===== config.mk =====
export PLATFORM = sky130hd
export DESIGN_NAME = mux_latch_out
export DESIGN_NICKNAME = d
export VERILOG_FILES = /design/src/rtl/mlo_pkg.sv /design/src/rtl/mlo_ctrl.sv /design/src/rtl/mlo_data.sv /design/src/rtl/mux_latch_out.sv
export SDC_FILE = /design/constraint.sdc
export NUM_CORES = 1
export LEC_CHECK = 0
export ABC_AREA = 1
export BUFFER_PORTS_ARGS = -buffer_cell sky130_fd_sc_hd__buf_2
export CELL_PAD_IN_SITES_DETAIL_PLACEMENT = 2
export CELL_PAD_IN_SITES_GLOBAL_PLACEMENT = 2
export CORE_MARGIN = 3
export CORE_UTILIZATION = 22
export CTS_BUF_LIST = sky130_fd_sc_hd__clkbuf_8
export CTS_CLUSTER_SIZE = 14
export DETAILED_ROUTE_END_ITERATION = 16
export HOLD_SLACK_MARGIN = 0.02
export PLACE_DENSITY_LB_ADDON = 0.1
export SYNTH_ARGS = -nofsm -noshare
export SYNTH_HDL_FRONTEND = slang
export SYNTH_SLANG_ARGS = --single-unit

===== constraint.sdc =====
create_clock -name clk -period 2 [get_ports clk]
set_input_delay 0.4 -clock clk [delete_from_list [all_inputs] [get_ports clk]]
set_output_delay 0.4 -clock clk [all_outputs]
set_load 0.1 [all_outputs]

===== src/rtl/mlo_pkg.sv =====
package mlo_pkg;
  typedef struct packed {
    logic useStored;  // stored word is the source this cycle
    logic holdLoad;   // hold stage loads stored bit 5 at the next edge
    logic forceZero;  // clamp outputs to zero
  } mloStrobe_t;
endpackage


===== src/rtl/mlo_ctrl.sv =====
module mlo_ctrl
  import mlo_pkg::*;
#(
  parameter int RD_W = 8
) (
  input  logic            clk,
  input  logic            rstN,
  input  logic            selPin,
  input  logic            forceLowN,
  input  logic            busAck,
  input  logic [1:0]      ctrlWrData,
  output mloStrobe_t      stb,
  output logic [RD_W-1:0] ctrlRdByte
);
  logic [1:0] ctrlReg;
  logic       regOwns;
  logic       handover;

  always_ff @(posedge clk) begin
    if (!rstN) ctrlReg <= 2'b00;
    else if (busAck) ctrlReg <= ctrlWrData;
  end

  assign regOwns       = ctrlReg[1];
  assign handover      = busAck && ctrlWrData[1] && !regOwns;
  assign stb.useStored = regOwns ? ctrlReg[0] : !selPin;
  assign stb.forceZero = stb.useStored && !forceLowN;
  assign stb.holdLoad  = (!regOwns && !selPin) || handover;
  assign ctrlRdByte    = {{(RD_W-2){1'b0}}, ctrlReg};

  AST_REG_PIN_IGNORED: assert property (@(posedge clk) disable iff (!rstN)
    (ctrlReg[1] && $past(ctrlReg) == ctrlReg) |-> $stable(stb.useStored));
  AST_CTRL_READBACK: assert property (@(posedge clk) disable iff (!rstN)
    ($past(busAck) && $past(rstN)) |->
      (ctrlRdByte[1:0] == $past(ctrlWrData) && ctrlRdByte[RD_W-1:2] == '0));
endmodule


===== src/rtl/mlo_data.sv =====
module mlo_data
  import mlo_pkg::*;
#(
  parameter int NUM_MUX = 5,
  parameter int RD_W    = 8,
  localparam int WORD_W = NUM_MUX + 1
) (
  input  logic              clk,
  input  logic              rstN,
  input  mloStrobe_t        stb,
  input  logic              nvBusy,
  input  logic [WORD_W-1:0] storedWord,
  input  logic [NUM_MUX-1:0] extIn,
  output logic [NUM_MUX-1:0] muxOut,
  output logic              latchOut,
  output logic [RD_W-1:0]   wordRdByte
);
  logic [WORD_W-1:0] shadow;
  logic [WORD_W-1:0] effWord;
  logic              heldBit;

  // shadow tracks the live word while no program cycle runs
  always_ff @(posedge clk) begin
    if (!rstN) shadow <= '0;
    else if (!nvBusy) shadow <= storedWord;
  end

  assign effWord = nvBusy ? shadow : storedWord;

  always_ff @(posedge clk) begin
    if (!rstN) heldBit <= 1'b0;
    else if (stb.holdLoad) heldBit <= effWord[WORD_W-1];
  end

  for (genvar g = 0; g < NUM_MUX; g++) begin : g_sel
    assign muxOut[g] = stb.useStored ? (effWord[g] && !stb.forceZero) : extIn[g];
  end

  assign latchOut   = stb.useStored ? (effWord[WORD_W-1] && !stb.forceZero) : heldBit;
  assign wordRdByte = {{(RD_W-WORD_W){1'b0}}, storedWord};

  AST_FORCE_ZERO: assert property (@(posedge clk) disable iff (!rstN)
    stb.forceZero |-> (muxOut == '0 && !latchOut));
  AST_BUSY_HOLD: assert property (@(posedge clk) disable iff (!rstN)
    (nvBusy && $past(nvBusy) && stb.useStored && $past(stb.useStored)
     && !stb.forceZero && !$past(stb.forceZero))
      |-> ($stable(muxOut) && $stable(latchOut)));
  AST_INPUT_HOLD: assert property (@(posedge clk) disable iff (!rstN)
    (!stb.useStored && !$past(stb.useStored) && !$past(stb.holdLoad))
      |-> $stable(latchOut));
endmodule


===== src/rtl/mux_latch_out.sv =====
module mux_latch_out
  import mlo_pkg::*;
#(
  parameter int NUM_MUX = 5,
  parameter int RD_W    = 8,
  localparam int WORD_W = NUM_MUX + 1
) (
  input  logic               clk,
  input  logic               rstN,
  input  logic               selPin,
  input  logic               forceLowN,
  input  logic [NUM_MUX-1:0] extIn,
  input  logic [WORD_W-1:0]  storedWord,
  input  logic               nvBusy,
  input  logic               busAck,
  input  logic [1:0]         ctrlWrData,
  output logic [NUM_MUX-1:0] muxOut,
  output logic               latchOut,
  output logic [RD_W-1:0]    ctrlRdByte,
  output logic [RD_W-1:0]    wordRdByte
);
  mloStrobe_t stb;

  mlo_ctrl #(.RD_W(RD_W)) u_ctrl (
    .clk(clk), .rstN(rstN), .selPin(selPin), .forceLowN(forceLowN),
    .busAck(busAck), .ctrlWrData(ctrlWrData), .stb(stb), .ctrlRdByte(ctrlRdByte)
  );

  mlo_data #(.NUM_MUX(NUM_MUX), .RD_W(RD_W)) u_data (
    .clk(clk), .rstN(rstN), .stb(stb), .nvBusy(nvBusy), .storedWord(storedWord),
    .extIn(extIn), .muxOut(muxOut), .latchOut(latchOut), .wordRdByte(wordRdByte)
  );
endmodule


==> results.cfg <==
[global_route]
grt_pass1_wl_um = 2800
grt_pass1_vias = 628
grt_max_degree = 13
grtUsageTotal = 0.112
grt_overflow = 0
antenna_found_initial = 0

[cts]
cts_tree = yes
htree_levels = 1
numCtsBuffers = 3
clock-root-buffer = clkbuf_8
clock_latency_ns = 0.23
path_clk_slew_ns = 0.04
clk_path_buf_depth = 2
postCtsHoldBufs = 0
post_cts_resized = 0
cts_sinks = 9
post_cts_buffers = 0

[power]
seqPwrFrac = 0.258
p_comb_frac = 0.468
internal_power_w = 0.000409
switching_share = 0.465
p_clk_frac = 0.274
power.total_w = 0.000764
vdd_drop_max_v = 0.000339
power.density_nw_per_um2 = 882
p_switching_w = 0.000355
power_leakage_nw = 0.464

[worst_setup_path]
cp.arrival_ns = 1.34
path_class = input pin to output port
regToRegEndpoint = u_data.heldBit
r2r_slack_ns = 1.22
crit_path_start_kind = input pin
reg2reg_depth = 5
path_cells = buf_2 -> o21ai_0 -> nand3_1 -> nand2_2 -> buf_12
critPathRequiredTime_ns = 1.60
path_max_fanout = 12
rr_startpoint = u_ctrl.ctrlReg[1]
crit_path_top_delay_cell = o21ai_0
slowest_delay_ns = 0.32
worstSetupEndpointType = output port

[placed_design]
dp_hpwl_um = 1410
post_dp_cell_area_um2 = 821
gp_congestion = 0.636
io_buffer_count = 32

[timing]
skew_ns = 0.0000407
slew_violations = 0
setup_viol = 0
final.setup.tns_ns = 0
fmax_ghz = 0.576
period_share = 0.869
hold_viol = 0
grt_setup_unrepaired = no
post-route-min-period_ns = 1.74

[die]
rows = 18
die_w_um = 58.5
die_h_um = 58.5
core_um2 = 2540
die-area_um2 = 3420
start_util = 0.238
io_pins = 41

[logic_synthesis]
ys_async_sr_fraction = 0
synth-compound-area-share = 0.101
avgSynthCellArea_um2 = 6.88
synth_ff_type = dfxtp_1
synth.area.top_cells = dfxtp_1 30%, buf_4 17%, nand2_1 14%, o21ai_2 7.2%, nand3_1 6.6%
synth.distinct_cells = 15
ys_ff_latch = 9
synth_top_family_by_area = simple AND/OR/NAND/NOR gates
synthAdderAreaFrac = 0
yosys.area.top_type_share = 0.298
synthMuxAreaShare = 0
synth-xor-area-share = 0
syn_area_um2 = 606
yosys.area_share.simple = 0.335
yosysSeqAreaShare = 0.298
synth_area_leader_cell = dfxtp_1
synthCells = 88
synth_warnings = 0
synth_edf_count = 0

[detailed_routing]
drt_wl_total_um = 1650
route.antenna.remaining_nets = 0
drt-pass1-iter-count = 2
wl_per_cell_um = 11.3
vias = 598
vias_per_cell = 4.10
remaining_drc_errors = 0
drt_iter0_drc = 7

[final_layout]
nets = 136
diodes = 0
area_growth_pct = 43.0
finalInstanceArea_um2 = 866
layout-drive-gt1-share = 0.457
fill_cells = 312

[status]
outcome = complete, no violations

[job]
maxCapViolations = 0

[hold_path]
hold_start = ctrlWrData[0]
hp-class = input pin to flop
worstHoldPathCells = 3
whs_endpoint = u_ctrl.ctrlReg[0]
[synthesized netlist by cell type, types with 2 or more instances]
cell,number
nand3_1,8
buf_4,14
nor2_1,4
inv_1,9
o21ai_0,2
nand2_1,23
dfxtp_1,9
nand2_2,2
o21ai_2,5
and2_1,6
inv_2,2
[final cells by class]
cell class              instances  area (um^2)  area share
multi-input cells              60          309       0.357
repair buffers                 32          250       0.289
flip-flops and latches          9          183       0.211
clock buffers                   3         41.3      0.0477
inverters                      11         41.3      0.0477
well taps                      30         37.5      0.0434
clock inverters                 1         3.75     0.00434
[placed cells by master (no fill, tap or decap)]
cell / n
buf_2: 26
nand2_1: 17
inv_1: 10
nand2_2: 8
nand3_1: 8
conb_1: 8
dfxtp_1: 7
and2_1: 6
buf_12: 6
o21ai_2: 5
nor2_1: 4
clkbuf_8: 3
inv_2: 2
o21ai_0: 2
dfxtp_2: 2
nand2_4: 1
a21boi_0: 1
[stage by stage]
stage | hold WS [ns] | util | instances | setup slack [ns]
finish | 0.401 | 0.340 | 146 | 0.262
global placement | 0.484 | 0.323 | 142 | 0.276
global route | 0.416 | 0.340 | 146 | 0.169
CTS | 0.398 | 0.340 | 146 | 0.231
floorplan | 0.516 | - | 95 | 0.133
detailed placement | 0.502 | 0.323 | 142 | 0.234
[power groups by stage]
stage               registers [W]  logic, W  clock network (W)
detailed placement       0.000200  0.000361                  0
global placement         0.000200  0.000357                  0
CTS                      0.000197  0.000361           0.000219
global route             0.000198  0.000377           0.000228
floorplan                0.000217  0.000270                  0
finish                   0.000197  0.000358           0.000209
[worst max path at each step]
stage / start / end / slack, ns / cells after the start
after floorplan: u_ctrl.ctrlReg[1] / latchOut / 0.13 / 4
after global placement: nvBusy / latchOut / 0.28 / 5
after detailed placement: nvBusy / latchOut / 0.23 / 5
after CTS: nvBusy / latchOut / 0.23 / 5
after global routing: nvBusy / latchOut / 0.17 / 5
final: nvBusy / latchOut / 0.26 / 5
[flip-flops by register name, summed over array words and instances, names as in the netlist]
signal	flops
u_data.shadow	6
u_data.heldBit	1
u_ctrl.ctrlReg	2
[cells by family after synthesis]
family                 after synthesis
flip-flops                           9
AO/OA/AOI/OAI                        8
buffers and inverters               26
AND/OR/NAND/NOR                     44
other                                1
[critical path: cells and delay by family]
kind | cells | cell delay (ns)
simple gates | 2 | 0.26
compound gates | 1 | 0.32
buf+inv | 2 | 0.36
[layer usage]
layer  GRT usage  up-vias  share of wire
met5           0        -              0
met4      0.0894        0          0.033
met3      0.0373        5           0.10
met2       0.155       30           0.40
met1       0.140      261           0.46
li1            -      302              -
No activity file was read; power rests on OpenSTA's default activity.
